`src/rtl/burst_pkg.sv`:
```
package burst_pkg;

    typedef enum logic {
        ST_IDLE  = 1'b0,
        ST_BURST = 1'b1
    } burst_state_e;

    typedef enum logic {
        ORD_INTERLEAVE = 1'b0,
        ORD_LINEAR     = 1'b1
    } burst_order_e;

endpackage

```
`src/rtl/burst_ctrl_fsm.sv`:
```
module burst_ctrl_fsm
    import burst_pkg::*;
(
    input  logic clk,
    input  logic rst_n,
    input  logic load_i,
    output logic active_o
);

    burst_state_e state_q, state_d;

    // next-state logic
    always_comb begin
        state_d = state_q;
        unique case (state_q)
            ST_IDLE:  state_d = load_i ? ST_BURST : ST_IDLE;
            ST_BURST: state_d = ST_BURST;
            default:  state_d = ST_IDLE;
        endcase
    end

    // state register
    always_ff @(posedge clk) begin
        if (!rst_n) state_q <= ST_IDLE;
        else        state_q <= state_d;
    end

    // outputs
    always_comb begin
        active_o = (state_q == ST_BURST);
    end

    p_idle_until_load_r1: assert property (@(posedge clk) disable iff (!rst_n)
        (!active_o && !load_i) |=> !active_o);
    p_enter_burst_r2: assert property (@(posedge clk) disable iff (!rst_n)
        load_i |=> active_o);

endmodule

```
`src/rtl/burst_beat_counter.sv`:
```
module burst_beat_counter #(
    parameter int BEAT_W = 2
) (
    input  logic              clk,
    input  logic              rst_n,
    input  logic              load_i,
    input  logic              step_i,
    output logic [BEAT_W-1:0] beat_o,
    output logic              last_o
);

    localparam logic [BEAT_W-1:0] LAST_BEAT = {BEAT_W{1'b1}};
    localparam logic [BEAT_W-1:0] ONE_BEAT  = {{(BEAT_W-1){1'b0}}, 1'b1};

    logic [BEAT_W-1:0] beat_q;

    always_ff @(posedge clk) begin
        if (!rst_n)      beat_q <= '0;
        else if (load_i) beat_q <= '0;
        else if (step_i) beat_q <= beat_q + ONE_BEAT;
    end

    always_comb begin
        beat_o = beat_q;
        last_o = (beat_q == LAST_BEAT);
    end

    p_step_once_r3: assert property (@(posedge clk) disable iff (!rst_n)
        (step_i && !load_i && beat_q != LAST_BEAT) |=> beat_q == $past(beat_q) + ONE_BEAT);
    p_hold_r3: assert property (@(posedge clk) disable iff (!rst_n)
        (!step_i && !load_i) |=> $stable(beat_q));
    p_wrap_r8: assert property (@(posedge clk) disable iff (!rst_n)
        (step_i && !load_i && beat_q == LAST_BEAT) |=> beat_q == '0);
    p_load_clears_r7: assert property (@(posedge clk) disable iff (!rst_n)
        load_i |=> beat_q == '0);

endmodule

```
`src/rtl/burst_addr_reg.sv`:
```
module burst_addr_reg
    import burst_pkg::*;
#(
    parameter int ADDR_W = 18,
    parameter int BEAT_W = 2
) (
    input  logic              clk,
    input  logic              rst_n,
    input  logic              load_i,
    input  logic              order_i,
    input  logic [ADDR_W-1:0] addr_i,
    input  logic              active_i,
    input  logic [BEAT_W-1:0] beat_i,
    output logic [ADDR_W-1:0] addr_o
);

    localparam int UP_W = ADDR_W - BEAT_W;

    logic [UP_W-1:0]   upper_q;
    logic [BEAT_W-1:0] start_q;
    burst_order_e      order_q;
    logic [BEAT_W-1:0] low_d;

    always_ff @(posedge clk) begin
        if (!rst_n) begin
            upper_q <= '0;
            start_q <= '0;
            order_q <= ORD_INTERLEAVE;
        end else if (load_i) begin
            upper_q <= addr_i[ADDR_W-1:BEAT_W];
            start_q <= addr_i[BEAT_W-1:0];
            order_q <= burst_order_e'(order_i);
        end
    end

    always_comb begin
        unique case (order_q)
            ORD_LINEAR:     low_d = start_q + beat_i;
            ORD_INTERLEAVE: low_d = start_q ^ beat_i;
            default:        low_d = start_q;
        endcase
        addr_o = active_i ? {upper_q, low_d} : '0;
    end

    p_capture_hold_r6: assert property (@(posedge clk) disable iff (!rst_n)
        !load_i |=> ($stable(order_q) && $stable(start_q)));
    p_upper_hold_r10: assert property (@(posedge clk) disable iff (!rst_n)
        (active_i && !load_i) |=> $stable(addr_o[ADDR_W-1:BEAT_W]));

endmodule

```
`src/rtl/burst_addr_seq.sv`:
```
module burst_addr_seq #(
    parameter int ADDR_W = 18,
    parameter int BEAT_W = 2
) (
    input  logic              clk,
    input  logic              rst_n,
    input  logic              proc_strobe_i,
    input  logic              ctrl_strobe_i,
    input  logic              advance_i,
    input  logic              order_sel_i,
    input  logic [ADDR_W-1:0] addr_i,
    output logic [ADDR_W-1:0] addr_o,
    output logic              final_beat_o
);

    logic              load;
    logic              step;
    logic              active;
    logic [BEAT_W-1:0] beat;
    logic              last;

    // either strobe opens a burst; load outranks advance
    assign load = proc_strobe_i | ctrl_strobe_i;
    assign step = advance_i & active & ~load;

    burst_ctrl_fsm u_fsm (
        .clk      (clk),
        .rst_n    (rst_n),
        .load_i   (load),
        .active_o (active)
    );

    burst_beat_counter #(.BEAT_W(BEAT_W)) u_cnt (
        .clk    (clk),
        .rst_n  (rst_n),
        .load_i (load),
        .step_i (step),
        .beat_o (beat),
        .last_o (last)
    );

    burst_addr_reg #(.ADDR_W(ADDR_W), .BEAT_W(BEAT_W)) u_addr (
        .clk      (clk),
        .rst_n    (rst_n),
        .load_i   (load),
        .order_i  (order_sel_i),
        .addr_i   (addr_i),
        .active_i (active),
        .beat_i   (beat),
        .addr_o   (addr_o)
    );

    assign final_beat_o = active & last;

    p_idle_zero_r1: assert property (@(posedge clk) disable iff (!rst_n)
        !active |-> (addr_o == '0 && !final_beat_o));
    p_load_addr_r2: assert property (@(posedge clk) disable iff (!rst_n)
        load |=> (addr_o == $past(addr_i) && !final_beat_o));
    p_load_wins_r7: assert property (@(posedge clk) disable iff (!rst_n)
        (load && advance_i) |=> addr_o == $past(addr_i));
    p_final_drops_r9: assert property (@(posedge clk) disable iff (!rst_n)
        (final_beat_o && advance_i && !load) |=> !final_beat_o);

endmodule

```
`config.mk`:
```
export PLATFORM = sky130hd
export DESIGN_NAME = burst_addr_seq
export DESIGN_NICKNAME = d
export VERILOG_FILES = /design/src/rtl/burst_pkg.sv /design/src/rtl/burst_ctrl_fsm.sv /design/src/rtl/burst_beat_counter.sv /design/src/rtl/burst_addr_reg.sv /design/src/rtl/burst_addr_seq.sv
export SDC_FILE = /design/constraint.sdc
export NUM_CORES = 1
export LEC_CHECK = 0
export BUFFER_PORTS_ARGS = -buffer_cell sky130_fd_sc_hd__buf_2
export CORE_ASPECT_RATIO = 1.75
export CORE_MARGIN = 2
export CORE_UTILIZATION = 35
export DETAILED_ROUTE_END_ITERATION = 12
export HOLD_SLACK_MARGIN = 0.12
export PLACE_DENSITY = 0.63
export SYNTH_ARGS = -nofsm -noshare
export SYNTH_HDL_FRONTEND = slang
export SYNTH_HIERARCHICAL = 1
export SYNTH_SLANG_ARGS = --single-unit
```
`constraint.sdc`:
```
create_clock -name clk -period 1.3 [get_ports clk]
set_input_delay 0.195 -clock clk [delete_from_list [all_inputs] [get_ports clk]]
set_output_delay 0.195 -clock clk [all_outputs]
set_load 0.02 [all_outputs]
```
==> impl_metrics.csv <==
group,metric,value,unit
synth,yosys-mux-area-fraction,20.6,%
setup_path,worstPathRequired,1110,ps
power,internal-power,0.00108,W
clock_network,cts_tree,"yes",
synth,synth-compound-area-share,1.72,%
synth,synthFlopType,"dfxtp_1",
layout,fillers,250,
die,num_rows,25,
power,p_sw_share,23.5,%
layout,syn2layout_area_growth,46.9,%
synth,synth_top_family_by_area,"simple AND/OR/NAND/NOR gates",
routing,drt_iter0_drc,14,
grt,gr-usage-all-layers,13.0,%
power,clock_power_share,27.9,%
run,max_cap_viol_count,0,
die,num_io_pins,43,
timing,report.final.setup_viol,2,
synth,netlist-cell-type-count,16,
setup_path,critical_path_class,"flip-flop to output port",
setup_path,crit_path_top_delay_cell,"dfxtp_2",
grt,grt_overflow,0,
timing,hold_violations,0,
layout,drive_gt1_share,46.2,%
place,dp_hpwl,1460,um
power,power_switching,0.000333,W
power,p_seq_share,52.3,%
clock_network,cts-hold-fix-buffers,0,
die,fp.coreArea,2720,um^2
setup_path,crit_chain,"ha_4 > a21bo_2 > mux2i_1 > buf_4",
place,place_area,1260,um^2
clock_network,clk_pin_slew,70,ps
synth,synth_seq_cells,22,
grt,grt_max_degree,22,
power,power_frac_comb,19.8,%
synth,synth-edff-count,0,
routing,ant_nets,0,
die,die_width,44.8,um
synth,synth_xor_area_share,1.72,%
timing,report.final.slew_viol_count,0,
power,p_leak,0.761,nW
routing,post_drt_wl_per_cell,12.9,um
synth,yosysSeqAreaShare,43.2,%
grt,grt_pass1_vias,759,
clock_network,root_buffer,"clkbuf_8",
status,violations,"negative setup slack",
routing,drc_errors,0,
timing,fmax,719,MHz
setup_path,worstPathArrival,1200,ps
layout,postLayoutCoreUtil,55.0,%
place,port_buffers,42,
clock_network,clockBufferDepth,2,
place,placedCellCount,164,
synth,async_flop_share,0,%
synth,yosys.area_share.simple,26.4,%
layout,final_cell_area,1500,um^2
synth,syn_avg_cell_area,10.6,um^2
timing,rsz0062_at_grt,"true",
timing,period_share,107,%
die,die_area,3370,um^2
grt,antenna_found_initial,0,
setup_path,endpoint_kind,"output port",
layout,nNetsFinal,171,
clock_network,cts_sinks,22,
synth,synthCells,96,
setup_path,start_kind,"flip-flop",
min_path,hp-class,"primary input to flip-flop",
routing,drtPass1Iterations,2,
timing,setup_slack,-91.1,ps
power,ir_drop,0.616,mV
timing,tightest_slew,303,ps
timing,layout_min_cycle_time,1390,ps
clock_network,numCtsBuffers,3,
die,die_h,75.4,um
status,run_status,"complete, but fails checks",
clock_network,clk_latency,250,ps
timing,finClkSkew,2.89,ps
grt,grt_pass1_wl,3240,um
synth,syn_nets,122,
synth,yosysWarnings,6,
layout,multi_input_area,574,um^2
setup_path,critPathMaxStageDelay,340,ps
routing,num_vias,802,
setup_path,cp_max_fo,2,
setup_path,reg2reg_slack,230,ps
clock_network,h-tree-depth,1,
layout,final_cells,170,
routing,wl,2190,um
layout,regArea,447,um^2
synth,syn-cell-area,1020,um^2
place,gp_congestion,0.669,
power,power_density,947,nW/um^2
synth,synthAdderAreaFrac,2.46,%
timing,relSlewSlack,79.8,%
die,start_util,37.4,%
routing,vias_per_cell,4.72,
layout,n_antenna_cell,0,
[metrics by stage]
stage | power [W] | hold WS, ps | TNS [ps] | setup slack, ps
global placement | 0.000969 | 454 | 0 | 91.7
CTS | 0.00139 | 191 | -1070 | -100
finish | 0.00142 | 195 | -169 | -91.1
global route | 0.00149 | 205 | -317 | -164
detailed placement | 0.000975 | 459 | 0 | 72.5
floorplan | 0.000892 | 313 | 0 | 31.0
[worst paths after layout]
check / from / end / depth (start not counted)
setup / recovery: u_cnt/beat_o[0] / addr_o[1] / 4
hold / removal: order_sel_i / u_addr/order_q / 3
setup reg to reg: u_cnt/beat_o[0] / u_cnt/beat_o[1] / 4
hold reg to reg: u_addr/upper_q[0] / u_addr/upper_q[0] / 2
[per-layer routing]
layer	GRT usage, %	up-vias	share of wire (%)
met3	2.13	4	5.8
met1	13.9	362	39
met2	24.3	25	54
met4	5.88	0	1.1
met5	0	-	0
li1	-	411	-
[power by group through the flow]
stage               Clock (W)  Combinational [W]  Sequential [W]
finish               0.000396           0.000281        0.000741
global route         0.000440           0.000305        0.000746
CTS                  0.000419           0.000229        0.000736
detailed placement          0           0.000225        0.000750
global placement            0           0.000221        0.000748
floorplan                   0           0.000146        0.000746
[cell families after synthesis]
| group | after synthesis |
|---|---|
| simple gates | 43 |
| flops | 22 |
| mux | 21 |
| buf+inv | 4 |
| compound gates | 2 |
| xor+xnor | 2 |
| fa+ha+maj | 2 |
[cell type report]
type | instances | area share (%)
Sequential cell | 22 | 29.8
Timing Repair Buffer | 48 | 26.8
Tap cell | 27 | 2.26
Multi-Input combinational cell | 70 | 38.4
Clock buffer | 3 | 2.76
[Yosys cell counts (2+ instances only)]
cell	number	area (um^2)
nor2_1	2	7.51
xnor2_1	2	17.5
clkbuf_1	2	7.51
dfxtp_1	22	440
ha_1	2	25.0
and2_1	18	113
mux2i_1	21	210
nor2b_1	19	119
[flip-flops by register name, indices dropped and copies added (netlist names)]
register and flops:
u_addr/upper_q 16, u_cnt/beat_o 2, u_fsm/active_o 1, u_addr/order_q 1, u_addr/start_q 2
[placed cells by master (no fill, tap or decap)]
master,count
buf_2,25
mux2i_1,21
nor2b_1,19
dfxtp_1,19
buf_6,16
and2_1,9
and2_4,9
buf_4,4
clkbuf_8,3
buf_12,2
xnor2_1,2
dfxtp_2,2
nor2_1,2
or2_1,1
and4bb_2,1
clkbuf_16,1
a21bo_2,1
nand3_1,1
ha_4,1
nand2b_1,1
ha_1,1
o21a_1,1
dfxtp_4,1
[critical path, delay by kind of cell (launching register included)]
kind	cells	cell delay [ps]
adder cells (fa/ha/maj)	1	150
multiplexers	1	120
AO/OA/AOI/OAI	1	180
buffers and inverters	1	160
flip-flops	1	340
[repair_timing]
item	in CTS	in global routing
resized for setup	6	44
gates cloned	0	2
setup endpoints to repair	18	19
pin swaps	2	1
setup buffers	1	0
Power figures use the tool's default switching activity.
